[src/rtl/rcache_pkg.sv]
package rcache_pkg;

    localparam int unsigned RC_ADDR_W = 8;
    localparam int unsigned RC_IDX_W  = 2;
    localparam int unsigned RC_OFF_W  = 2;
    localparam int unsigned RC_BYTE_W = 8;

    typedef enum logic [1:0] {
        FS_IDLE    = 2'd0,
        FS_FETCH   = 2'd1,
        FS_DELIVER = 2'd2
    } fill_state_e;

    function automatic int unsigned rc_tag_w(int unsigned aw, int unsigned iw, int unsigned ow);
        return aw - iw - ow;
    endfunction

endpackage

[src/rtl/rcache_store.sv]
module rcache_store #(
    parameter int unsigned IDX_W  = 2,
    parameter int unsigned TAG_W  = 4,
    parameter int unsigned BLK_W  = 32
) (
    input  logic             clk,
    input  logic             rst,
    input  logic [IDX_W-1:0] rd_idx,
    output logic             rd_valid,
    output logic [TAG_W-1:0] rd_tag,
    output logic [BLK_W-1:0] rd_blk,
    input  logic             wr_en,
    input  logic [IDX_W-1:0] wr_idx,
    input  logic [TAG_W-1:0] wr_tag,
    input  logic [BLK_W-1:0] wr_blk
);
    localparam int unsigned LINES = 1 << IDX_W;

    logic [LINES-1:0] valid_q;
    logic [TAG_W-1:0] tag_q [LINES];
    logic [BLK_W-1:0] blk_q [LINES];

    for (genvar g = 0; g < LINES; g++) begin : g_line
        logic sel;
        assign sel = wr_en && (wr_idx == IDX_W'(g));

        always_ff @(posedge clk) begin
            if (rst) begin
                valid_q[g] <= 1'b0;
            end else if (sel) begin
                valid_q[g] <= 1'b1;
            end
        end

        always_ff @(posedge clk) begin
            if (sel) begin
                tag_q[g] <= wr_tag;
                blk_q[g] <= wr_blk;
            end
        end
    end

    assign rd_valid = valid_q[rd_idx];
    assign rd_tag   = tag_q[rd_idx];
    assign rd_blk   = blk_q[rd_idx];

endmodule

[src/rtl/rcache_lookup.sv]
module rcache_lookup #(
    parameter int unsigned ADDR_W = 8,
    parameter int unsigned IDX_W  = 2,
    parameter int unsigned OFF_W  = 2,
    parameter int unsigned BYTE_W = 8,
    localparam int unsigned TAG_W = ADDR_W - IDX_W - OFF_W,
    localparam int unsigned BLK_N = 1 << OFF_W,
    localparam int unsigned BLK_W = BLK_N * BYTE_W
) (
    input  logic [ADDR_W-1:0] addr,
    input  logic              line_valid,
    input  logic [TAG_W-1:0]  line_tag,
    input  logic [BLK_W-1:0]  line_blk,
    output logic [IDX_W-1:0]  idx,
    output logic [TAG_W-1:0]  tag,
    output logic              hit,
    output logic [BYTE_W-1:0] byte_out
);
    logic [OFF_W-1:0]  off;
    logic [BYTE_W-1:0] lanes [BLK_N];

    assign off = addr[OFF_W-1:0];
    assign idx = addr[OFF_W +: IDX_W];
    assign tag = addr[ADDR_W-1 -: TAG_W];

    assign hit = line_valid && (line_tag == tag);

    for (genvar g = 0; g < BLK_N; g++) begin : g_lane
        assign lanes[g] = line_blk[g*BYTE_W +: BYTE_W];
    end

    assign byte_out = lanes[off];

endmodule

[src/rtl/rcache_fill.sv]
module rcache_fill
    import rcache_pkg::*;
#(
    parameter int unsigned ADDR_W = 8,
    parameter int unsigned IDX_W  = 2,
    parameter int unsigned OFF_W  = 2,
    parameter int unsigned BYTE_W = 8,
    localparam int unsigned TAG_W = ADDR_W - IDX_W - OFF_W,
    localparam int unsigned BLK_N = 1 << OFF_W,
    localparam int unsigned BLK_W = BLK_N * BYTE_W
) (
    input  logic              clk,
    input  logic              rst,
    input  logic              start,
    input  logic [ADDR_W-1:0] start_addr,
    input  logic              mem_valid,
    input  logic [BYTE_W-1:0] mem_rdata,
    output fill_state_e       state,
    output logic [ADDR_W-1:0] held_addr,
    output logic              mem_req,
    output logic [ADDR_W-1:0] mem_addr,
    output logic              wr_en,
    output logic [IDX_W-1:0]  wr_idx,
    output logic [TAG_W-1:0]  wr_tag,
    output logic [BLK_W-1:0]  wr_blk
);
    localparam logic [OFF_W-1:0] LAST_BEAT = OFF_W'(BLK_N - 1);

    fill_state_e       state_q, state_d;
    logic [OFF_W-1:0]  beat_q;
    logic [ADDR_W-1:0] addr_q;
    logic [BLK_W-1:0]  buf_q;
    logic              take;
    logic              last;

    assign take = (state_q == FS_FETCH) && mem_valid;
    assign last = take && (beat_q == LAST_BEAT);

    always_comb begin
        state_d = state_q;
        unique case (state_q)
            FS_IDLE:    if (start) state_d = FS_FETCH;
            FS_FETCH:   if (last)  state_d = FS_DELIVER;
            FS_DELIVER: state_d = FS_IDLE;
            default:    state_d = FS_IDLE;
        endcase
    end

    always_ff @(posedge clk) begin
        if (rst) begin
            state_q <= FS_IDLE;
            beat_q  <= '0;
            addr_q  <= '0;
        end else begin
            state_q <= state_d;
            if (state_q == FS_IDLE && start) begin
                addr_q <= start_addr;
                beat_q <= '0;
            end else if (take) begin
                beat_q <= beat_q + 1'b1;
            end
        end
    end

    always_ff @(posedge clk) begin
        if (take) begin
            buf_q[beat_q*BYTE_W +: BYTE_W] <= mem_rdata;
        end
    end

    assign state     = state_q;
    assign held_addr = addr_q;
    assign mem_req   = (state_q == FS_FETCH);
    assign mem_addr  = {addr_q[ADDR_W-1:OFF_W], beat_q};

    assign wr_en  = last;
    assign wr_idx = addr_q[OFF_W +: IDX_W];
    assign wr_tag = addr_q[ADDR_W-1 -: TAG_W];
    assign wr_blk = {mem_rdata, buf_q[BLK_W-BYTE_W-1:0]};

endmodule

[src/rtl/rcache_top.sv]
module rcache_top
    import rcache_pkg::*;
#(
    parameter int unsigned ADDR_W = RC_ADDR_W,
    parameter int unsigned IDX_W  = RC_IDX_W,
    parameter int unsigned OFF_W  = RC_OFF_W,
    parameter int unsigned BYTE_W = RC_BYTE_W
) (
    input  logic              clk,
    input  logic              rst,
    input  logic              cpu_req,
    input  logic [ADDR_W-1:0] cpu_addr,
    output logic              cpu_ready,
    output logic [BYTE_W-1:0] cpu_rdata,
    output logic              mem_req,
    output logic [ADDR_W-1:0] mem_addr,
    input  logic              mem_valid,
    input  logic [BYTE_W-1:0] mem_rdata
);
    localparam int unsigned TAG_W = rc_tag_w(ADDR_W, IDX_W, OFF_W);
    localparam int unsigned BLK_W = (1 << OFF_W) * BYTE_W;

    fill_state_e       state;
    logic [ADDR_W-1:0] held_addr;
    logic [ADDR_W-1:0] look_addr;
    logic [IDX_W-1:0]  look_idx;
    logic [TAG_W-1:0]  look_tag;
    logic              hit;
    logic              line_valid;
    logic [TAG_W-1:0]  line_tag;
    logic [BLK_W-1:0]  line_blk;
    logic              wr_en;
    logic [IDX_W-1:0]  wr_idx;
    logic [TAG_W-1:0]  wr_tag;
    logic [BLK_W-1:0]  wr_blk;
    logic              idle;
    logic              start;

    assign idle      = (state == FS_IDLE);
    assign look_addr = idle ? cpu_addr : held_addr;
    assign start     = idle && cpu_req && !hit;
    assign cpu_ready = (idle && cpu_req && hit) || (state == FS_DELIVER);

    rcache_store #(
        .IDX_W (IDX_W),
        .TAG_W (TAG_W),
        .BLK_W (BLK_W)
    ) u_store (
        .clk      (clk),
        .rst      (rst),
        .rd_idx   (look_idx),
        .rd_valid (line_valid),
        .rd_tag   (line_tag),
        .rd_blk   (line_blk),
        .wr_en    (wr_en),
        .wr_idx   (wr_idx),
        .wr_tag   (wr_tag),
        .wr_blk   (wr_blk)
    );

    rcache_lookup #(
        .ADDR_W (ADDR_W),
        .IDX_W  (IDX_W),
        .OFF_W  (OFF_W),
        .BYTE_W (BYTE_W)
    ) u_lookup (
        .addr       (look_addr),
        .line_valid (line_valid),
        .line_tag   (line_tag),
        .line_blk   (line_blk),
        .idx        (look_idx),
        .tag        (look_tag),
        .hit        (hit),
        .byte_out   (cpu_rdata)
    );

    rcache_fill #(
        .ADDR_W (ADDR_W),
        .IDX_W  (IDX_W),
        .OFF_W  (OFF_W),
        .BYTE_W (BYTE_W)
    ) u_fill (
        .clk        (clk),
        .rst        (rst),
        .start      (start),
        .start_addr (cpu_addr),
        .mem_valid  (mem_valid),
        .mem_rdata  (mem_rdata),
        .state      (state),
        .held_addr  (held_addr),
        .mem_req    (mem_req),
        .mem_addr   (mem_addr),
        .wr_en      (wr_en),
        .wr_idx     (wr_idx),
        .wr_tag     (wr_tag),
        .wr_blk     (wr_blk)
    );

endmodule

[config.mk]
export PLATFORM = sky130hd
export DESIGN_NAME = rcache_top
export DESIGN_NICKNAME = d
export VERILOG_FILES = /design/src/rtl/rcache_pkg.sv /design/src/rtl/rcache_store.sv /design/src/rtl/rcache_lookup.sv /design/src/rtl/rcache_fill.sv /design/src/rtl/rcache_top.sv
export SDC_FILE = /design/constraint.sdc
export NUM_CORES = 1
export LEC_CHECK = 0
export ABC_AREA = 1
export BUFFER_PORTS_ARGS = -buffer_cell sky130_fd_sc_hd__buf_2
export CAP_MARGIN = 20
export CORE_UTILIZATION = 55
export DETAILED_ROUTE_END_ITERATION = 12
export GPL_ROUTABILITY_DRIVEN = 0
export PLACE_DENSITY = 0.74
export SLEW_MARGIN = 10
export SYNTH_ARGS = -nofsm -noshare
export SYNTH_HDL_FRONTEND = slang
export SYNTH_SLANG_ARGS = --single-unit
[constraint.sdc]
create_clock -name clk -period 5.8 [get_ports clk]
set_input_delay 1.45 -clock clk [delete_from_list [all_inputs] [get_ports clk]]
set_output_delay 1.45 -clock clk [all_outputs]
set_load 0.005 [all_outputs]
Word-level counts from Yosys, hierarchy flattened. Memories as Yosys holds them, arrays and structs flattened. Index checks and enable logic that the tools add are counted. W data, S select, Z words.

Add/subtract/negate cells: 2. Magnitude comparators: 2. Eq/ne operators: 9. Shifts and indexed selects: 2. Muxes and demuxes: 36. Bitwise logic cells: 1. Reductions and logical operators: 23.

Operator list (count): $mux W32 (3); $reduce_or A32 Y1 (3); $neg A5 Y34 (1); $shift A8 B34 Y32 const A (1); $shiftx A8 B34 Y32 (1); $bwmux W32 (1); $mux W8 (3); $bmux W8 S2 (1); $mux W2 (8); $mux W1 (15); $mux W4 (3); $reduce_or A4 Y1 (3); $logic_and A1 B1 Y1 (11); $eq A2 B2 Y1 const B (4); $eq A2 B1 Y1 const B (2); $eq A4 B4 Y1 (1); $logic_not A2 Y1 (2); $ne A2 B1 Y1 const B (2); $pmux W2 S2 (1); $ge A3 B3 Y1 const B (1); $lt A2 B3 Y1 const B (1); $not A2 Y3 (1); $add A2 B1 Y2 const B (1); $bmux W1 S2 (1); other kinds (4) (4).

Bits in registers: 48. Memory bits (writable): 144. Input port bits: 20. Output and inout bits: 18. Logic and storage cells: 85. Memories kept: 2.

Memory list: u_store.blk_q (words 4, width 32, rd ports 1, clocked after memory_dff 0, write ports 1, line rcache_store.sv:21) `logic [BLK_W-1:0] blk_q [LINES];`; u_store.tag_q (words 4, width 4, rd ports 1, clocked after memory_dff 0, write ports 1, line rcache_store.sv:20) `logic [TAG_W-1:0] tag_q [LINES];`.

Logic depth before layout (Yosys ltp). Gate-level depths: netlist (run 1).

Word-level depth: 10. Gate-level depth with buffers: 15. Mapped depth without buffers: 14.

Hierarchy. From an unflattened synthesis (run 1), not the netlist that was laid out.

Cells, all modules: 874. Area, all modules: 8481.9 um^2.

Modules (own cells, without submodules): rcache_store (instances 1, cells each 595, area an instance 6257.3 um^2, sequential area each 4404.2 um^2); rcache_fill (instances 1, cells each 166, area an instance 1657.8 um^2, sequential area each 960.9 um^2); rcache_lookup (instances 1, cells each 80, area an instance 401.6 um^2, sequential area each 0.0 um^2); rcache_top (instances 1, cells each 33, area an instance 165.2 um^2, sequential area each 0.0 um^2).

Least setup slack after synthesis (run 1). No wires, ideal clock.

Path type: input to register. From: in mem_valid. To: mem u_store.blk_q[2][0], enable pin. Library setup time: 477 ps. Arrival: 4155 ps. Data required time: 5323 ps. Slack: 1168 ps. Stages: 2. Path buffers: 0. Path through: nand3_1 -> nor3_1.

Elaborated cells between the ends (all ways): 23. Classes of those cells: 14 x mux; 9 x reduce/logical.

RTL lines: start: declaration (line rcache_top.sv:17) `input logic mem_valid,`; $logic_and A1 B1 Y1 (*) (line rcache_fill.sv:36) `assign take = (state_q == FS_FETCH) && mem_valid;`; $logic_and A1 B1 Y1 (*) (line rcache_fill.sv:37) `assign last = take && (beat_q == LAST_BEAT);`; $logic_and A1 B1 Y1 (*) (line rcache_store.sv:25) `assign sel = wr_en && (wr_idx == IDX_W'(g));`; via u_store.g_line[2].sel (line rcache_store.sv:24) `logic sel;`; $mux W1 (*) (line rcache_store.sv:36) `if (sel) begin`; $mux W1 (implied by the code) (*) (line rcache_store.sv:38) `blk_q[g] <= wr_blk;`; $reduce_or A32 Y1 (no source line); $mux W2 (no source line) / $mux W1 (equally long branches) (2 in a row); end: declaration (line rcache_store.sv:21).

The timed path passes the listed nets; every way through them passes the cells marked *.

Worst setup path after layout (run 1).
From: in cpu_addr[2]. To: out cpu_ready.

Longest elaborated chain between the ends: 6. Elaborated cells between the ends (all ways): 8. Classes of those cells: 1 x eq/ne; 3 x mux; 3 x reduce/logical; 1 x memory.

Ends and longest elaborated chain: start: declaration (line rcache_top.sv:12) `input logic [ADDR_W-1:0] cpu_addr,`; $mux W8 (*) (line rcache_top.sv:40) `assign look_addr = idle ? cpu_addr : held_addr;`; $mem_v2 Z4 W4 / $bmux W1 S2 (equally long branches); $eq A4 B4 Y1 / $mux W1 (equally long branches) (line rcache_lookup.sv:26, rcache_store.sv:43); $logic_and A1 B1 Y1 (*) (line rcache_lookup.sv:26) `assign hit = line_valid && (line_tag == tag);`; $logic_and A1 B1 Y1 (*) (line rcache_top.sv:42) `assign cpu_ready = (idle && cpu_req && hit) || (state == FS_DELIVER);`; $logic_or A1 B1 Y1 (*) (line rcache_top.sv:42); end: declaration (line rcache_top.sv:13) `output logic cpu_ready,`.

Mark *: on every way between the ends. The rest lies on a longest branch, timed or not. The select of a mux whose other input is x is not followed.

==> impl_metrics.ini, run 1 <==
[die]
io_pins = 38
die_y_um = 119.5
core_area_sq_um = 13350
fp.dieArea_sq_um = 14280
initial_utilization_pct = 56.89
row_count = 42
die_w_um = 119.5

[synth]
syn_inst = 636
synth_nets = 661
yosys_warnings = 0
netlist_area_sq_um = 7594
synth-seq-cells = 184
synth_area_per_cell_sq_um = 11.94
synth_seq_area_share_pct = 70.65
ys_types = 28

[grt]
grt_start_max_net_pins = 78
grt_pass1_wl_um = 25500
track_usage_pct = 24.02
grt_pass1_vias = 5058
grt_overflow = 0
antenna_found_initial = 0

[pwr]
pwr-share-comb_pct = 10.2
switchingPower_mw = 0.6696
internal-power_mw = 2.196
leakage_nw = 3.068
peakVddDrop_v = 0.0002520
power.density_nw_per_um2 = 337.8
seqPwrFrac_pct = 51.1
switching_share_pct = 23.37
clock_power_share_pct = 38.7

[critical_path]
critical_path.cell_chain = buf_2 > inv_1 > nand2_4 > nand2_4 > nand2_1 > nand3_1 > nand3_1 > nand2_1 > nor2_1 > nand3_4 > o22ai_1 > buf_2
cp_max_fo = 77
slowest_stage = nand2_4
critPathArrivalTime_ns = 3.44
cp-end-kind = primary output
required_ns = 4.35
cp-start-kind = input port
max_stage_delay_ns = 0.42
criticalPathCategory = input port to primary output

[cells_and_area]
nNetsFinal = 690
antenna-diode-count = 0
nFillCells = 1022
final_layout_size_suffix_gt1_share_pct = 13.42
syn2layout_area_growth_pct = 11.73
finalNonFillerCells = 854

[sta]
period_share_pct = 84.26
setup_ws_ns = 0.9130
finalMaxSlewViolations = 0
setup_viol = 0
rsz0062_at_grt = false
hold_ws_ns = 0.4769
min_period_ns = 4.887
timing.fmax_mhz = 204.6
slew_headroom_pct = 26.09
fin_tns_setup_ns = 0
hold_viol_final = 0
fin_worst_skew_ns = 0.01008
tightestPinTransition_ns = 1.104

[clock_network]
worst_skew_pair.late_latency_ns = 0.42
h-tree-depth = 4
cts_setup_buffers = 0
clk_pin_slew_ns = 0.06
numClockSinks = 184
cts_tree = done
cts_hold_buf = 0
cts_resized = 0
max-clock-path-buffers = 2
root_buffer = clkbuf_16
cts_buffers = 17

[detailed_routing]
drc = 0
vias_per_cell = 5.885
dr.pass1.iters = 6
initialDrtViolationCount = 652
wirelength_um = 16060
wl_per_cell_um = 18.80
vias = 5026
detail-route-antenna-nets = 0

[hold_path]
hold_class = register to register

[place]
port_buffers = 37
dp_hpwl_um = 8576
dp_slack_ns = 0.9353
dp_cells = 820

[outcome]
status = completed

[job]
cap_violations = 0
==> Yosys cell counts <==
cell      count  share of area [%]
edfxtp_1    168                 66
nor2_1      114                5.6
nand2_1      74                3.7
o21ai_0      69                4.5
inv_1        42                2.1
nand3_1      39                2.6
o221ai_1     24                2.8
dfxtp_1      16                4.2
clkbuf_1     12               0.59
buf_2        11               0.72
a21oi_1      10               0.66
o22ai_1       9               0.74
buf_4         8               0.79
o211ai_1      8               0.79
ha_1          5               0.82
nand2_4       4               0.59
nor3_1        4               0.26
buf_6         3               0.44
o21ai_2       3               0.35
clkinv_1      2              0.099
inv_2         2              0.099
nand2_2       2               0.16
o21ai_1       2               0.13
nand3_2       1               0.13
nand3_4       1               0.23
nor2_2        1              0.082
nor2_8        1               0.26
xor2_1        1               0.12
==> cell type report <==
cell class	count	area (sq um)	share of cell area, %
clock inverter	9	100.1	1.180
timing repair buffer	44	261.5	3.082
clock buffer	23	467.9	5.515
multi-input combinational	372	1897	22.36
inverter	46	172.7	2.035
tap	176	220.2	2.595
sequential	184	5365	63.24
==> worst max-delay path, delay by kind of cell <==
kind | cells | cell delay [ns]
and+or+nand+nor | 8 | 1.50
buffers and inverters | 3 | 0.31
AOI/OAI and AO/OA | 1 | 0.16
==> cell usage in the layout, fill, tap and decap left out, drive strengths merged <==
| master | count |
|---|---|
| inv | 44 |
| nor3 | 4 |
| xor2 | 1 |
| nand2 | 80 |
| o21ai | 74 |
| o221ai | 24 |
| clkinv | 7 |
| nor2 | 116 |
| dfxtp | 16 |
| o22ai | 9 |
| a21oi | 10 |
| nand3 | 41 |
| bufinv | 2 |
| buf | 44 |
| ha | 5 |
| clkinvlp | 2 |
| clkbuf | 23 |
| o211ai | 8 |
| edfxtp | 168 |
==> path summary, 6_finish.rpt <==
kind	end	cells after the start	slack [ns]	start
max reg2reg	u_fill.beat_q[1]$_SDFFE_PP0P_	10	3.07	u_fill.state[1]$_SDFFE_PP0P_
max	cpu_ready	12	0.91	cpu_addr[2]
min	u_store.valid_q[1]$_SDFFE_PP0P_	2	0.48	u_store.valid_q[1]$_SDFFE_PP0P_
min reg2reg	u_store.valid_q[1]$_SDFFE_PP0P_	2	0.48	u_store.valid_q[1]$_SDFFE_PP0P_
==> power groups by stage <==
stage | sequential [mW] | combinational [mW] | clock, mW
after floorplan | 1.49 | 0.200 | 0
after global placement | 1.49 | 0.271 | 0
after detailed placement | 1.49 | 0.282 | 0
after CTS | 1.47 | 0.283 | 1.12
after global routing | 1.47 | 0.324 | 1.18
final | 1.47 | 0.292 | 1.11
==> sequential cells by signal (all words and copies together), names as in the netlist <==
signal / flops
u_fill.state: 2
u_fill.held_addr: 8
u_store.blk_q: 128
u_fill.buf_q: 24
u_store.valid_q: 4
u_fill.beat_q: 2
u_store.tag_q: 16
==> metrics by stage <==
| stage | power [mW] | cell area [sq um] | utilization, % |
|---|---|---|---|
| global placement | 1.763 | 7878 | 59.02 |
| CTS | 2.871 | 8446 | 63.27 |
| finish | 2.866 | 8484 | 63.56 |
| detailed placement | 1.776 | 7878 | 59.02 |
| floorplan | 1.689 | 7594 | - |
| global route | 2.967 | 8484 | 63.56 |
==> logic make-up after synthesis <==
family / share of synthesized area, %
buf+inv: 4.828
fa+ha+maj: 0.8239
compound gates: 9.985
xor+xnor: 0.1154
flops: 70.65
simple gates: 13.59
==> per-layer routing <==
metal	track usage (%)	vias to the layer above	wire, um
li1	-	2314	-
met1	30.50	2454	6642
met2	39.09	227	7850
met3	5.846	31	1199
met4	11.09	0	363
met5	0	-	0
No activity file was read; power rests on OpenSTA's default activity.
==> run 2, diff against run 1 <==
Clock period 5.8 ns to 4.7 ns, I/O delays scaled along.
==> impl_metrics.ini, run 2 (same netlist as run 1, synthesis figures left out) <==
[pwr]
switchingPower_mw = 0.8362
power.density_nw_per_um2 = 403.0
seqPwrFrac_pct = 53.0
clock_power_share_pct = 36.4
pwr-share-comb_pct = 10.6
switching_share_pct = 24.53
peakVddDrop_v = 0.0002607
leakage_nw = 3.071
internal-power_mw = 2.573

[sta]
min_period_ns = 4.098
timing.fmax_mhz = 244.0
hold_viol_final = 0
period_share_pct = 87.20
hold_ws_ns = 0.4869
fin_tns_setup_ns = 0
finalMaxSlewViolations = 0
fin_worst_skew_ns = 0.004883
tightestPinTransition_ns = 0.9734
setup_viol = 0
slew_headroom_pct = 34.87
rsz0062_at_grt = false

[critical_path]
cpLargestDelayFamily = buffers and inverters
criticalPathCategory = input port to primary output
critPathArrivalTime_ns = 2.92
cp-start-kind = input port
slowest_stage = nand2_4
required_ns = 3.52
max_stage_delay_ns = 0.45
regToRegSetupSlack_ns = 2.25
critical_path.cell_chain = buf_2 > inv_1 > nand2_4 > nand2_4 > buf_4 > o21ai_0 > o221ai_1 > o211ai_1 > nand2_1 > buf_2
cp-end-kind = primary output
cp_max_fo = 54
path_buf_inv = 4

[die]
row_count = 42
fp.dieArea_sq_um = 14280
io_pins = 38
die_w_um = 119.5
initial_utilization_pct = 56.89
core_area_sq_um = 13350
die_y_um = 119.5

[detailed_routing]
detail-route-antenna-nets = 0
wirelength_um = 16080
drc = 0
vias = 5022
dr.pass1.iters = 5
wl_per_cell_um = 18.68
initialDrtViolationCount = 514
vias_per_cell = 5.833

[outcome]
status = completed

[clock_network]
cts_setup_buffers = 0
cts_buffers = 17
cts_hold_buf = 0
h-tree-depth = 4
max-clock-path-buffers = 2
root_buffer = clkbuf_16
clk_pin_slew_ns = 0.06
cts_resized = 0
worst_skew_pair.late_latency_ns = 0.43
cts_tree = done
numClockSinks = 184

[grt]
grt_start_max_net_pins = 55
grt_pass1_wl_um = 25400
antenna_found_initial = 1
track_usage_pct = 24.04
grt_overflow = 0
grt_pass1_vias = 4979

[cells_and_area]
regMostFlops = u_store.blk_q
syn2layout_area_growth_pct = 11.40
nNetsFinal = 698
antenna-diode-count = 0
final_cell_area_sq_um = 8459
top_regs = u_store.blk_q (128), u_fill.buf_q (24), u_store.tag_q (16)
final_layout_size_suffix_gt1_share_pct = 14.31
largest_reg_flops = 128
final_cell_mix = 168 x edfxtp_1, 114 x nor2_1, 74 x nand2_1
final_common_cell = edfxtp_1

[place]
port_buffers = 37
dp_hpwl_um = 9365
placed_area_sq_um = 7938

[hold_path]
hold_class = register to register

[job]
cap_violations = 0
## run 2: power by group through the flow
stage          logic [mW]  registers [mW]  clock network, mW
6_report            0.360            1.81               1.24
5_1_grt             0.398            1.81               1.32
4_1_cts             0.356            1.81               1.25
3_5_place_dp        0.353            1.84                  0
3_3_place_gp        0.339            1.84                  0
2_1_floorplan       0.247            1.84                  0
## run 2: metrics by stage
stage                     total power [mW]  setup slack, ns  utilization [%]  cells
after floorplan                      2.085           0.3434                -    636
after global placement               2.181           0.6383            59.36    828
after detailed placement             2.196           0.6185            59.47    829
after CTS                            3.417           0.6207            63.29    860
after global routing                 3.527           0.4025            63.38    861
final                                3.409           0.6018            63.38    861
## run 2: final cells by class
class,instances,area (sq um)
Clock buffer,17,425.4
Multi-Input combinational cell,372,1882
Fill cell,1012,4888
Tap cell,176,220.2
Sequential cell,184,5365
Clock inverter,14,85.08
Inverter,46,172.7
Timing Repair Buffer,52,309.0
## run 2: path summary, 6_finish.rpt
kind / startpoint / to / depth (start not counted)
setup / recovery: cpu_addr[2] / cpu_rdata[1] / 10
hold / removal: u_store.valid_q[0]$_SDFFE_PP0P_ / u_store.valid_q[0]$_SDFFE_PP0P_ / 2
setup reg to reg: u_fill.state[1]$_SDFFE_PP0P_ / u_fill.beat_q[1]$_SDFFE_PP0P_ / 13
hold reg to reg: u_store.valid_q[0]$_SDFFE_PP0P_ / u_store.valid_q[0]$_SDFFE_PP0P_ / 2
## run 2: metal layers
metal  vias up  GRT usage, %  part of all wire, %
li1       2342             -                    -
met4         2         11.41                  2.4
met3        35         4.990                  6.8
met5         -             0                0.068
met1      2422         30.94                   41
met2       221         39.20                   49
## run 2: worst min-delay path: stages (launching register included)
cell and delay (ns):
dfxtp_1 0.33, nor2_1 0.05, nor2_1 0.07
